<file path="src/rtl/fetch_stall_seq.sv">
module fetch_stall_seq #(
  parameter int ADDR_W = 32,
  parameter int CNT_W  = 32,
  parameter int DATA_W = 32,
  parameter int NREG   = 32,
  localparam int RA_W  = $clog2(NREG)
) (
  input  logic              clk,
  input  logic              rst,
  input  logic [ADDR_W-1:0] reset_vec,
  input  logic              ic_miss,
  input  logic              dc_miss,
  input  logic              ex_fault,
  input  logic              ex_halt,
  input  logic              wake,
  input  logic              miss_done,
  input  logic              rf_we,
  input  logic [RA_W-1:0]   rf_waddr,
  input  logic [DATA_W-1:0] rf_wdata,
  input  logic [RA_W-1:0]   rf_raddr,
  output logic [DATA_W-1:0] rf_rdata,
  output logic              fetch_req,
  output logic [ADDR_W-1:0] fetch_addr,
  output logic              exec_en,
  output logic              trap_req,
  output logic [ADDR_W-1:0] pc,
  output logic [ADDR_W-1:0] npc,
  output logic [2:0]        state,
  output logic [CNT_W-1:0]  istall_cnt,
  output logic [CNT_W-1:0]  dstall_cnt,
  output logic              err_flag
);

  typedef enum logic [2:0] {
    ST_RUN    = 3'd0,
    ST_IDLE   = 3'd1,
    ST_ISTALL = 3'd2,
    ST_ICOMP  = 3'd3,
    ST_DSTALL = 3'd4
  } seq_st_t;

  seq_st_t st_q, st_d, after_exec;
  logic [CNT_W-1:0] el_q, el_inc;
  logic [DATA_W-1:0] regs [NREG];
  logic in_run, in_idle, in_istall, in_icomp, in_dstall, in_stall, retire;

  function automatic logic [CNT_W-1:0] sat_add(input logic [CNT_W-1:0] a, input logic [CNT_W-1:0] b);
    logic [CNT_W:0] s;
    s = {1'b0, a} + {1'b0, b};
    return s[CNT_W] ? {CNT_W{1'b1}} : s[CNT_W-1:0];
  endfunction

  assign in_run    = (st_q == ST_RUN);
  assign in_idle   = (st_q == ST_IDLE);
  assign in_istall = (st_q == ST_ISTALL);
  assign in_icomp  = (st_q == ST_ICOMP);
  assign in_dstall = (st_q == ST_DSTALL);
  assign in_stall  = in_istall | in_dstall;

  assign state      = st_q;
  assign fetch_req  = in_run;
  assign fetch_addr = {pc[ADDR_W-1:2], 2'b00};
  assign exec_en    = (in_run && !ic_miss) || in_icomp;
  assign trap_req   = exec_en && ex_fault;
  assign retire     = exec_en && !ex_fault;
  assign el_inc     = sat_add(el_q, {{(CNT_W-1){1'b0}}, 1'b1});

  always_comb begin
    if (ex_fault)     after_exec = ST_RUN;
    else if (dc_miss) after_exec = ST_DSTALL;
    else if (ex_halt) after_exec = ST_IDLE;
    else              after_exec = ST_RUN;
  end

  always_comb begin
    st_d = st_q;
    case (st_q)
      ST_RUN:    st_d = ic_miss ? ST_ISTALL : after_exec;
      ST_ICOMP:  st_d = after_exec;
      ST_IDLE:   st_d = wake ? ST_RUN : ST_IDLE;
      ST_ISTALL: st_d = miss_done ? ST_ICOMP : ST_ISTALL;
      ST_DSTALL: st_d = miss_done ? ST_RUN : ST_DSTALL;
      default:   st_d = ST_RUN;
    endcase
  end

  always_ff @(posedge clk) begin
    if (rst) begin
      st_q       <= ST_RUN;
      pc         <= reset_vec;
      npc        <= reset_vec + ADDR_W'(4);
      istall_cnt <= '0;
      dstall_cnt <= '0;
      el_q       <= '0;
      err_flag   <= 1'b0;
    end else begin
      st_q <= st_d;
      if (retire) begin
        pc  <= npc;
        npc <= npc + ADDR_W'(4);
      end
      if (in_stall && !miss_done) el_q <= el_inc;
      else                        el_q <= '0;
      if (in_istall && miss_done) istall_cnt <= sat_add(istall_cnt, el_inc);
      if (in_dstall && miss_done) dstall_cnt <= sat_add(dstall_cnt, el_inc);
      if (miss_done && !in_stall) err_flag <= 1'b1;
    end
  end

  always_ff @(posedge clk) begin
    if (exec_en && rf_we && rf_waddr != '0) regs[rf_waddr] <= rf_wdata;
  end

  assign rf_rdata = (rf_raddr == '0) ? '0 : regs[rf_raddr];

  AST_IMISS_ENTER: assert property (@(posedge clk) disable iff (rst)
    (in_run && ic_miss) |=> (state == 3'd2));
  AST_ISTALL_DONE: assert property (@(posedge clk) disable iff (rst)
    (in_istall && miss_done) |=> (state == 3'd3));
  AST_ICOMP_LEAVE: assert property (@(posedge clk) disable iff (rst)
    in_icomp |=> (state != 3'd2 && state != 3'd3));
  AST_DSTALL_DONE: assert property (@(posedge clk) disable iff (rst)
    (in_dstall && miss_done) |=> (state == 3'd0));
  AST_ERR_STICKY: assert property (@(posedge clk) disable iff (rst)
    (err_flag || (miss_done && !in_stall)) |=> err_flag);
  AST_PC_ADVANCE: assert property (@(posedge clk) disable iff (rst)
    (exec_en && !ex_fault) |=> (pc == $past(npc) && npc == $past(npc) + ADDR_W'(4)));
  AST_FAULT_HOLD: assert property (@(posedge clk) disable iff (rst)
    (exec_en && ex_fault) |=> ($stable(pc) && $stable(npc) && state == 3'd0));
  AST_IDLE_STAY: assert property (@(posedge clk) disable iff (rst)
    (in_idle && !wake) |=> (state == 3'd1));
  AST_NO_WRAP_I: assert property (@(posedge clk) disable iff (rst)
    1'b1 |=> (istall_cnt >= $past(istall_cnt)));
  AST_NO_WRAP_D: assert property (@(posedge clk) disable iff (rst)
    1'b1 |=> (dstall_cnt >= $past(dstall_cnt)));

endmodule

</file>
<file path="config.mk">
export PLATFORM = sky130hd
export DESIGN_NAME = fetch_stall_seq
export DESIGN_NICKNAME = d
export VERILOG_FILES = /design/src/rtl/fetch_stall_seq.sv
export SDC_FILE = /design/constraint.sdc
export NUM_CORES = 1
export LEC_CHECK = 0
export ABC_AREA = 0
export BUFFER_PORTS_ARGS = -buffer_cell sky130_fd_sc_hd__buf_2
export CELL_PAD_IN_SITES_DETAIL_PLACEMENT = 0
export CELL_PAD_IN_SITES_GLOBAL_PLACEMENT = 1
export CORE_ASPECT_RATIO = 0.6
export CORE_UTILIZATION = 30
export DETAILED_ROUTE_END_ITERATION = 7
export PLACE_DENSITY_LB_ADDON = 0.1
export SYNTH_ARGS = -nofsm -noshare
export SYNTH_HDL_FRONTEND = slang
export SYNTH_SLANG_ARGS = --single-unit
</file>
<file path="constraint.sdc">
create_clock -name clk -period 9 [get_ports clk]
set_clock_uncertainty 0.15 [all_clocks]
set_input_delay 0.9 -clock clk [delete_from_list [all_inputs] [get_ports clk]]
set_output_delay 0.9 -clock clk [all_outputs]
set_load 0.02 [all_outputs]
</file>
Yosys cells after proc, flatten, opt, wreduce, memory -nomap -nowiden
Memory sizes are Yosys's and may differ from the RTL's.
Index checks and enable logic that the tools add are counted.

storage, ports and cells
  output and inout bits = 199
  input port bits = 83
  memories = 1
  memory bits (writable) = 1024
  word-level logic and storage cells = 56
  register bits = 164

memory list
  name  depth  bits a word  read ports  clocked after memory_dff  wr ports  line  RTL
  regs  32     32           1           0                         1         44    logic [DATA_W-1:0] regs [NREG];

cells by class
  add/subtract/negate cells = 5
  equality and inequality tests = 4
  reductions and logical operators = 19
  multiplexer cells = 18
  bitwise logic cells = 2

operator list
  operator                                       count
  two-way mux 32 bit                             8
  adder 32 x 32 -> 33 bit                        2
  adder 32 x 3 -> 32 bit, second input constant  2
  adder 32 x 1 -> 33 bit, second input constant  1
  case mux 3 bit (5 select lines)                1
  two-way mux 3 bit                              4
  logical AND 1 bit                              9
  == test 3 x 2 -> 1 bit, second input constant  2
  zero test 5 bit                                1
  two-way mux 1 bit                              5
  nonzero test 5 bit                             1
  zero test 1 bit                                4
  == test 3 x 1 -> 1 bit, second input constant  1
  == test 3 bit, second input constant           1
  zero test 3 bit                                1
  nonzero test 2 bit                             1
  OR reduction 2 bit                             1
  logical OR 1 bit                               1
  inverter 1 bit                                 1
  OR 1 bit                                       1

Longest topological paths before layout
Gate-level depths: netlist (run 1).

  word-level depth = 7
  depth in mapped cells = 21
  depth with buffers taken out = 18

Worst setup path after synthesis (run 1)
OpenSTA, ideal clock, no wires.

  path type = input to register
  start = in ic_miss
  end = mem regs[28][0] (enable)
  required time = 8345 ps
  setup time = 505 ps
  cell stages on the path = 5
  arrival time = 4812 ps
  buffers on the path = 0
  setup slack = 3533 ps
  cell sequence = nor3_1 -> a21oi_1 -> nor2_1 -> nand2_1 -> nor4_1

on the way
  word-level cells in the longest chain between the ends = 7

RTL lines
  item                                     line  RTL
  start: declaration                       11    input logic ic_miss,
  zero test 1 bit                          63    assign exec_en = (in_run && !ic_miss) || in_icomp;
  logical AND 1 bit                        63
  logical OR 1 bit                         63
  net exec_en                              24    output logic exec_en,
  logical AND 1 bit (2 in series)          111   if (exec_en && rf_we && rf_waddr != '0) regs[rf_waddr] <= rf_wdata;
  two-way mux 1 bit                        111
  two-way mux 1 bit (implied by the code)  111
  end: declaration                         44

The timed path passes the listed nets, and every way through them passes these cells.

Final worst setup path (run 1)
  start = reg el_q[0]
  end = reg dstall_cnt[31]

on the way
  word-level cells in the longest chain between the ends = 4

RTL lines
  item                      line  RTL
  start: declaration        43    logic [CNT_W-1:0] el_q, el_inc;
  start signal: assignment  102   if (in_stall && !miss_done) el_q <= el_inc;
  adder 32 x 1 -> 33 bit    49    s = {1'b0, a} + {1'b0, b};
  two-way mux 32 bit        50    return s[CNT_W] ? {CNT_W{1'b1}} : s[CNT_W-1:0];
  net el_inc[9]             43
  adder 32 x 32 -> 33 bit   49
  two-way mux 32 bit        50
  end signal: assignment    105   if (in_dstall && miss_done) dstall_cnt <= sat_add(dstall_cnt, el_inc);
  end: declaration          30    output logic [CNT_W-1:0] dstall_cnt,

The timed path passes the listed nets, and every way through them passes these cells.
A chain may end at the register's enable or synchronous reset.

==> results of run 1 <==
-- logic make-up (layout without fill, tap and decap cells) --
group	Yosys count	after routing	synth area share, %
buffers and inverters	199	582	1.98
adders and majority gates	68	68	1.74
AOI/OAI and AO/OA	298	298	4.56
muxes	384	384	15.8
other	1	42	0.00754
and+or+nand+nor	460	460	4.33
DFF	1188	1188	69.7
xor gates and xnor gates	104	104	1.83
-- report_power, final --
part | internal, uW | leakage (uW) | switching [uW]
clock network | 3040 | 0.00197 | 2220
registers | 6100 | 0.0107 | 46.8
logic | 303 | 0.00659 | 513
total | 9440 | 0.0192 | 2780
-- final timing paths --
| kind | start | to | slack (ns) | cells after the start |
|---|---|---|---|---|
| setup / recovery | el_q[0]$_SDFF_PP0_ | dstall_cnt[31]$_SDFFE_PP0P_ | 2.38 | 17 |
| hold reg to reg | err_flag$_SDFFE_PP0P_ | err_flag$_SDFFE_PP0P_ | 0.30 | 2 |
| hold / removal | reset_vec[0] | npc[0]$_DFFE_PP_ | 0.21 | 1 |
| setup reg to reg | el_q[0]$_SDFF_PP0_ | dstall_cnt[31]$_SDFFE_PP0P_ | 2.38 | 17 |
-- stage by stage --
stage	setup WS, ns	instance area, um^2	power (uW)	hold slack, ns	instances
finish	2.38	57900	12200	0.206	5349
global placement	2.54	53900	7090	0.286	5126
global route	1.73	57900	12700	0.140	5347
floorplan	3.53	49900	6790	0.324	2735
CTS	2.42	57900	12400	0.117	5341
detailed placement	2.43	53900	7100	0.289	5126
-- cell usage after synthesis (all sizes together), types with 31 or more instances --
| cell type | n |
|---|---|
| mux4 | 320 |
| edfxtp | 1088 |
| xor2 | 50 |
| nand2 | 105 |
| xnor2 | 54 |
| buf | 96 |
| dfxtp | 100 |
| o21ai | 52 |
| nor3 | 31 |
| a211oi | 73 |
| clkbuf | 68 |
| inv | 35 |
| mux2i | 45 |
| nor2 | 186 |
| nand3 | 33 |
| ha | 66 |
| a21oi | 86 |
-- worst max-delay path: stages, from the launching register on --
cell	delay (ns)
dfxtp_1	0.42
ha_1	0.25
nand2_1	0.10
nor2_1	0.45
nand4_1	0.42
nor3_1	0.63
nand2b_2	0.38
buf_4	0.40
nand2_1	0.16
ha_1	0.30
a21oi_1	0.22
o21ai_0	0.21
a22oi_1	0.47
a31oi_2	0.26
o22ai_2	0.20
o2111a_2	1.00
nor4b_1	0.33
nor4_1	0.08
-- flip-flops by register name, summed over array words and instances, names as in the netlist --
signal and flops:
state 3, err_flag 1, el_q 32, npc 32
pc 32, regs 1024, dstall_cnt 32, istall_cnt 32
-- layer usage --
metal	GRT usage (%)	vias up	share of wire, %
li1	-	11506	-
met1	24.9	14305	48
met2	25.8	605	45
met3	3.70	163	5.4
met4	3.63	2	1.7
met5	0	-	0.0070
-- final cells by class --
type	count	area, um^2	share of cell area [%]
Clock buffer	131	3000	5.18
Multi-Input combinational cell	1348	14400	24.9
Clock inverter	84	1060	1.82
Timing Repair Buffer	332	1860	3.20
Tap cell	2223	2780	4.80
Antenna cell	8	20.0	0.0346
Inverter	35	131	0.227
Sequential cell	1188	34700	59.8
==> results.md, run 1 <==
- Routed length per instance: 26.7 um
- Die extent in x: 528 um
- Final setup violation count: 0
- TNS Setup: 0 ns
- Data required time at the worst endpoint: 9.43 ns
- Post-synthesis sequential area ratio: 69.7%
- Actual slew at the worst max-slew pin: 1.14 ns
- Number of nets in the finished design: 3174
- Predominant post-synthesis flop cell: edfxtp_1
- Share of cells above drive strength 1: 30.9%
- Overall die area: 167000 um^2
- Endpoint kind of the worst setup timing path: flop
- DRC violation total after the first TritonRoute iteration: 2147
- Core Util, Final: 35.3%
- TritonCTS clock tree: built
- Register bit total from synthesis: 1188
- Worst-Skew Late Latency: 0.76 ns
- Number of distinct library cells after synthesis: 83
- Area added between synthesis and finish: 16.5%
- Number of remaining DRC errors: 0
- Number of hold-repair buffers added at the cts stage: 0
- Kind of start point of the critical path: flop
- Average via count per standard cell: 4.97
- Type of the most critical hold path: in2reg
- Core Footprint: 164000 um^2
- First-pass GRT wire length: 202000 um
- Die Y-Extent: 317 um
- Number of clock sinks seen by CTS: 1188
- Most common cell after layout, fill and taps aside: edfxtp_1
- Top-area cell type share of the netlist area: 65.7%
- Final Hold Viols: 0
- Detailed-routing iteration count for the pre-antenna-repair pass: 5
- DRT antenna net count: 0
- Static power due to leakage: between 0.015 and 0.02 uW
- Hpwl dp: 80100 um
- Largest net degree at the start of global routing: 126
- FFs w/ async S/R, synth: 0%
- Clock-pin slew of the registers on the worst-case setup and hold paths: 0.06 ns
- Critical path class: reg2reg
- Clock buffer count from CTS: roughly 120
- Post-synth design cell area: 49700 um^2
- Mapped Cells: 2702
- Detailed-route wire length: 143000 um
- Syn avg cell area: ~18 um^2
- Number of synthesized flops with an enable pin: ~1100
- Final critical path time including I/O delays and setup: 6.62 ns
- Routability congestion estimate: 0.843
- Clock root cell: clkbuf_16
- Gates resized, CTS repair: 0
- Leading cell types in the layout, fill and taps excluded: edfxtp_1, mux4_2, buf_2
- H-tree levels: 3
- Yosys synthesis warning count: 0
- Total track usage: between 15 and 20%
- Max capacitance violation total: 0
- Max_slew headroom: 23.8%
- Worst path arrival time: 7.05 ns
- Power per unit of standard cell area: 211 nW/um^2
- Antenna violations before repair: 16
- Number of placement rows: about 120
- Via count of the routed design: 26581
- Final worst-path cycle share: around three quarters
- Worst vdd rail ir drop: around 160 uV
- Setup repair after global routing missed its margin: no
- Status: finished, final reports clean
- Highest attainable clock frequency: around 150 MHz
- Initial core utilization: between 30% and 40%
- Most area-consuming cells after synthesis: edfxtp_1, mux4_2, dfxtp_1, ha_1, a211oi_2
- Final global-route overflow total: 0
- Top fanout value on the critical path: 40
- Post-CTS Setup Repair Bufs: 0
- Buffer depth of the longest clock path: 3
- I/O Pins: 282
- Total of buffers placed on input and output ports: 279
- Fill count: about 15000
- Fin. max-slew vios: 0
- Vias in the first global route: 27525
- Cell taking the most area after synthesis: edfxtp_1
Power figures use the tool's default switching activity.
==> inputs of run 2 (changes only) <==
==> constraint.sdc (replaced) <==
create_clock -name clk -period 5.4 [get_ports clk]
set_clock_uncertainty 0.15 [all_clocks]
set_input_delay 0.54 -clock clk [delete_from_list [all_inputs] [get_ports clk]]
set_output_delay 0.54 -clock clk [all_outputs]
set_load 0.02 [all_outputs]
==> run 2 against run 1 <==
Design area increased by 0.83%; flip-flop and latch count unchanged; non-clock buffer count increased by 75; final cell count increased by 1.3%; sequential power increased by 67%; die area unchanged; worst setup slack got worse by 2.0 ns; combinational power increased by 72%; sequential share of layout area decreased by 0.49 points; largest cell class unchanged.
==> results.md, run 2 (synthesized netlist as in run 1, its figures left out) <==
- Total track usage: 17.5% (+0.48 points)
- Critical path class: reg2reg
- DRT antenna net count: 0 (unchanged)
- Overall die area: 167000 um^2 (unchanged)
- Routability congestion estimate: 0.856 (+1.5%)
- Final Hold Viols: 0 (unchanged)
- Worst path arrival time: 5.48 ns (-1.57 ns)
- Relative contribution of sequential cells to total power: 51.8% (+1.5 points)
- Number of clock sinks seen by CTS: 1188 (unchanged)
- Share of cells above drive strength 1: 31.1% (+0.16 points)
- Die extent in x: 528 um (unchanged)
- Vias in the first global route: 27659 (+0.49%)
- Fin. max-slew vios: 0 (unchanged)
- Most common cell after layout, fill and taps aside: edfxtp_1
- Hpwl dp: 87400 um (+9.1%)
- Endpoint kind of the worst setup timing path: flop
- Data required time at the worst endpoint: 5.89 ns (-3.54 ns)
- Top fanout value on the critical path: 30 (-25%)
- Status: finished, final reports clean
- Max_slew headroom: 22.2% (-1.5 points)
- Clk network pwr share: 41.1% (-1.9 points)
- Clock root cell: clkbuf_16
- Worst vdd rail ir drop: 224 uV (+41%)
- Power dissipated by switching net loads: 4540 uW (+63%)
- Detailed-route wire length: 148000 um (+3.3%)
- Final global-route overflow total: 0 (unchanged)
- GRT met3 Usage: 2.69% (-1.0 points)
- Max capacitance violation total: 0 (unchanged)
- Total power draw: 19800 uW (+62%)
- Type of the most critical hold path: in2reg
- Met1 GRT Util: 26.1% (+1.2 points)
- TritonCTS clock tree: built
- Number of nets in the finished design: 3246 (+2.3%)
- Buffer depth of the longest clock path: 3 (unchanged)
- Worst Hold Slack: 0.100 ns (-0.106 ns)
- Clock-pin slew of the registers on the worst-case setup and hold paths: 0.06 ns (about the same)
- Static power due to leakage: 0.0195 uW (+1.2%)
- Power per unit of standard cell area: 339 nW/um^2 (+60%)
- Core Footprint: 164000 um^2 (unchanged)
- Clock buffer count from CTS: 115 (-2.5%)
- I/O Pins: 282 (unchanged)
- Largest net degree at the start of global routing: 91 (-28%)
- First-pass GRT wire length: 207000 um (+2.6%)
- Area added between synthesis and finish: 17.5%
- Die Y-Extent: 317 um (unchanged)
- H-tree levels: 3 (unchanged)
- Final setup violation count: 0 (unchanged)
- Combinational share of power: 7.1% (+0.4 points)
- Reg area: 34700 um^2 (unchanged)
- Detailed-routing iteration count for the pre-antenna-repair pass: 6 (+1)
- Routed length per instance: 27.2 um (+2.0%)
- Final worst-path cycle share: 92.4% (+19 points)
- Met2 Track Usage GR: 26.7% (+0.96 points)
- Via count of the routed design: 27075 (+1.9%)
- Total of buffers placed on input and output ports: 279 (unchanged)
- Antenna violations before repair: 17 (+1)
- Setup repair after global routing missed its margin: no
- Kind of start point of the critical path: flop
- Final critical path time including I/O delays and setup: 4.99 ns (-1.63 ns)
- Area occupied by multi-input gates: 14400 um^2 (+0.14%)
- Leading cell types in the layout, fill and taps excluded: edfxtp_1, mux4_2, buf_2
- Internal: 15200 uW (+61%)
- Average via count per standard cell: 4.99 (+0.51%)
- Register with the most flip-flops: regs
- Worst-Skew Late Latency: 0.73 ns (-0.03 ns)
- Switching fraction of total power: 22.9% (+0.17 points)
- Number of remaining DRC errors: 0 (unchanged)
- Final cell count without fillers: 5421 (+1.3%)
- Fill count: 15409 (-0.0065%)
- Actual slew at the worst max-slew pin: 1.16 ns (+0.0202 ns)
- Number of placement rows: 115 (unchanged)
- Initial core utilization: 30.3% (unchanged)
- Number of cells after detailed placement: 5164 (+0.74%)
- Max reg flops: 1024 (unchanged)
- Most used routing layer: met2
- Highest attainable clock frequency: 200 MHz (+33%)
- DRC violation total after the first TritonRoute iteration: 2239 (+4.3%)
[run 2: changes by cell type in the layout (fill, tap and decap cells not counted), moves of 3 or more]
cell	before	now
bufinv_16	22	12
buf_12	2	14
buf_4	53	79
dlygate4sd3_1	0	36
clkbuf_1	13	21
clkinv_4	5	2
inv_16	3	0
clkinv_1	23	28
[run 2: worst paths after layout]
| path | end | from | cells past startpoint | slack (ns) |
|---|---|---|---|---|
| worst min register to register | err_flag$_SDFFE_PP0P_ | err_flag$_SDFFE_PP0P_ | 2 | 0.30 |
| worst max-delay path | istall_cnt[0]$_SDFFE_PP0P_ | el_q[0]$_SDFF_PP0_ | 20 | 0.41 |
| worst min-delay path | npc[1]$_DFFE_PP_ | rst | 1 | 0.1 |
| worst max register to register | istall_cnt[0]$_SDFFE_PP0P_ | el_q[0]$_SDFF_PP0_ | 20 | 0.41 |
[run 2: per-stage QoR]
stage               setup slack, ns  cell area, um^2  setup TNS, ns  utilization [%]
floorplan                     0.191            49900              0                -
global placement            -0.0553            54300        -0.0553             33.1
detailed placement           -0.153            54300         -0.230             33.1
CTS                          0.0913            58400              0             35.6
global route                 0.0386            58400              0             35.6
finish                        0.409            58400              0             35.6
[run 2: critical path, stage by stage, from the launching register on]
cell and delay [ns]:
dfxtp_1 0.42, ha_1 0.25, nand2_1 0.11, nor2_2 0.21, nand4_1 0.23, nor3_2 0.23
nand2b_2 0.17, buf_6 0.23, nand2b_1 0.15, inv_1 0.11, fa_1 0.40, nor2b_1 0.18
o31a_1 0.25, o31ai_1 0.10, buf_4 0.16, a2111o_1 0.50, a21oi_2 0.24, nand2b_2 0.18
a31oi_4 0.12, buf_12 0.20, a211oi_1 0.25
[run 2: routing by layer]
layer	up-vias	wire length (um)
li1	11673	-
met1	14624	72000
met2	606	66100
met3	170	6660
met4	2	2820
met5	-	13
[run 2: repair_timing]
item,in CTS,in global routing
buffers inserted,1,0
resized for setup,1,4
hold buffers,36,0
endpoints found under the setup margin,7,61
pin swaps,1,3
endpoints found under the hold margin,39,0
[run 2: cell type report]
class,instances,area share (%)
Clock buffer,138,5.15
Clock inverter,76,1.21
Inverter,35,0.225
Multi-Input combinational cell,1348,24.7
Timing Repair Buffer,407,4.56
Tap cell,2223,4.76
Sequential cell,1188,59.4
Antenna cell,6,0.0257
[run 2: power by group through the flow]
stage                     registers, uW  clock network (uW)  logic [uW]
final                             10300                8120        1400
after global routing              10300                8710        1510
after CTS                         10300                8400        1430
after detailed placement          10500                   0        1400
after global placement            10500                   0        1390
after floorplan                   10500                   0         792
==> inputs of run 3 (changes only) <==
--- a/config.mk
+++ b/config.mk
@@ -10,6 +10,7 @@
 export CELL_PAD_IN_SITES_DETAIL_PLACEMENT = 0
 export CELL_PAD_IN_SITES_GLOBAL_PLACEMENT = 1
 export CORE_ASPECT_RATIO = 0.6
+export CORE_MARGIN = 4
 export CORE_UTILIZATION = 30
 export DETAILED_ROUTE_END_ITERATION = 7
 export PLACE_DENSITY_LB_ADDON = 0.1
==> run 3 against run 2 <==
Core utilization fell by 0.075 points; flip-flop and latch count unchanged; routed wire length is 0.18% higher; worst hold slack improved by 0.040 ns; design area down 0.12%; die area grew 3.0%; largest cell class unchanged; largest power group unchanged; non-clock buffer count is 3 lower; via count fell by 0.19%.
==> results.md, run 3 (synthesized netlist as in run 1, its figures left out) <==
- H-tree levels: 3 (unchanged)
- Hpwl dp: 87500 um (+0.17%)
- Total track usage: 16.9% (-0.53 points)
- Initial core utilization: 30.3% (about the same)
- Worst-Skew Late Latency: 0.75 ns (+0.02 ns)
- Most used routing layer: met2
- Final setup violation count: 0 (unchanged)
- Register with the most flip-flops: regs
- Via count of the routed design: 27023 (-0.19%)
- Endpoint kind of the worst setup timing path: flop
- Type of the most critical hold path: in2reg
- Power per unit of standard cell area: 337 nW/um^2 (-0.62%)
- Detailed-routing iteration count for the pre-antenna-repair pass: 5 (-1)
- Core Footprint: 164000 um^2 (about the same)
- Number of nets in the finished design: 3244 (-0.062%)
- Actual slew at the worst max-slew pin: 1.15 ns (-0.0141 ns)
- Worst vdd rail ir drop: 274 uV (+22%)
- Max capacitance violation total: 0 (unchanged)
- Share of cells above drive strength 1: 31.0% (-0.13 points)
- Worst path arrival time: 5.45 ns (-0.03 ns)
- GRT met3 Usage: 2.86% (+0.17 points)
- Die extent in x: 534 um (+1.1%)
- Highest attainable clock frequency: 201 MHz (+0.50%)
- Fill count: 15508 (+0.64%)
- Vias in the first global route: 27908 (+0.90%)
- Number of remaining DRC errors: 0 (unchanged)
- First-pass GRT wire length: 210000 um (+1.4%)
- Most common cell after layout, fill and taps aside: edfxtp_1
- Total of buffers placed on input and output ports: 279 (unchanged)
- Average via count per standard cell: 4.99 (-0.14%)
- DRC violation total after the first TritonRoute iteration: 2256 (+0.76%)
- Number of clock sinks seen by CTS: 1188 (unchanged)
- Antenna violations before repair: 20 (+3)
- TritonCTS clock tree: built
- Overall die area: 173000 um^2 (+3.0%)
- Clock buffer count from CTS: 116 (+0.87%)
- Met1 GRT Util: 25.2% (-0.96 points)
- Routed length per instance: 27.3 um (+0.23%)
- Routability congestion estimate: 0.879 (+2.7%)
- Kind of start point of the critical path: flop
- Max_slew headroom: 22.7% (+0.47 points)
- Area added between synthesis and finish: 17.3%
- Final global-route overflow total: 0 (unchanged)
- Clock-pin slew of the registers on the worst-case setup and hold paths: 0.06 ns (about the same)
- Setup repair after global routing missed its margin: no
- Largest net degree at the start of global routing: 89 (-2.2%)
- Final Hold Viols: 0 (unchanged)
- DRT antenna net count: 0 (unchanged)
- Final worst-path cycle share: 92.0% (-0.46 points)
- Leading cell types in the layout, fill and taps excluded: edfxtp_1, mux4_2, buf_2
- Static power due to leakage: 0.0194 uW (-0.30%)
- Max reg flops: 1024 (unchanged)
- Buffer depth of the longest clock path: 3 (unchanged)
- Detailed-route wire length: 148000 um (+0.18%)
- Fin. max-slew vios: 0 (unchanged)
- Number of placement rows: 115 (unchanged)
- Clock root cell: clkbuf_16
- Final critical path time including I/O delays and setup: 4.97 ns (-0.0248 ns)
- Die Y-Extent: 323 um (+1.9%)
- Data required time at the worst endpoint: 5.89 ns (about the same)
- Top fanout value on the critical path: 32 (+6.7%)
- Critical path class: reg2reg
- Total power draw: 19600 uW (-0.74%)
- I/O Pins: 282 (unchanged)
- Met2 Track Usage GR: 26.2% (-0.59 points)
- TNS Setup: 0 ns (unchanged)
- Status: finished, final reports clean
[run 3: cell types whose count changed in the layout (fill, tap and decap cells not counted), sizes merged]
cell / before / now
bufinv: 12 / 7
clkinvlp: 6 / 9
inv: 40 / 38
clkinv: 53 / 58
clkbuf: 138 / 137
buf: 371 / 368
[run 3: area by class of cell]
class / instances / area (um^2) / area share (%)
Clock buffer: 137 / 3020 / 5.18
Timing Repair Buffer: 404 / 2640 / 4.52
Multi-Input combinational cell: 1348 / 14400 / 24.8
Clock inverter: 77 / 639 / 1.10
Sequential cell: 1188 / 34700 / 59.4
Antenna cell: 6 / 15.0 / 0.0257
Tap cell: 2223 / 2780 / 4.77
Inverter: 35 / 131 / 0.225
[run 3: timing repair]
| item | CTS | global route |
|---|---|---|
| buffers inserted | 0 | 0 |
| resized for setup | 0 | 4 |
| hold buffers | 36 | 0 |
| hold endpoints to repair | 39 | 0 |
| setup endpoints to repair | 0 | 36 |
[run 3: routing by layer]
metal  up-vias  routed length, um
li1      11673                  -
met1     14492              71300
met2       656              66500
met3       198               7120
met4         4               2910
met5         -                 21
[run 3: path summary, 6_finish.rpt]
check	from	endpoint	slack [ns]	cells past startpoint
worst max-delay path	el_q[0]$_SDFF_PP0_	istall_cnt[1]$_SDFFE_PP0P_	0.43	19
worst min-delay path	wake	state[0]$_SDFF_PP0_	0.14	6
worst max register to register	el_q[0]$_SDFF_PP0_	istall_cnt[1]$_SDFFE_PP0P_	0.43	19
worst min register to register	err_flag$_SDFFE_PP0P_	err_flag$_SDFFE_PP0P_	0.31	2
[run 3: stage by stage]
step	hold WS, ns	cells	worst slack, ns	util [%]	cell area [um^2]
after detailed placement	0.296	5162	0.328	33.0	54300
final	0.140	5418	0.433	35.5	58300
after floorplan	0.324	2735	0.191	-	49900
after global routing	0.0987	5414	0.0946	35.5	58300
after global placement	0.285	5162	0.432	33.0	54300
after CTS	0.0555	5412	0.303	35.5	58300
[run 3: power by group]
group          switching [uW]  total, uW  leakage (uW)  internal [uW]
combinational             870       1410       0.00696            539
sequential               78.6      10300        0.0107          10200
clock                    3630       7970       0.00177           4340
[run 3: worst max-delay path: stages (launching register included)]
cell and delay [ns]:
dfxtp_1 0.42, ha_1 0.24, nand2_1 0.10, nor2_2 0.25
nand4_1 0.16, nor3_1 0.30, nand2b_2 0.17, buf_4 0.21
nand2b_1 0.14, inv_1 0.12, fa_1 0.42, nor2b_1 0.17
o31a_1 0.24, o31ai_2 0.16, a2111o_1 0.47, a21oi_1 0.33
nand2b_2 0.23, a31oi_4 0.10, buf_12 0.19, a211oi_1 0.26
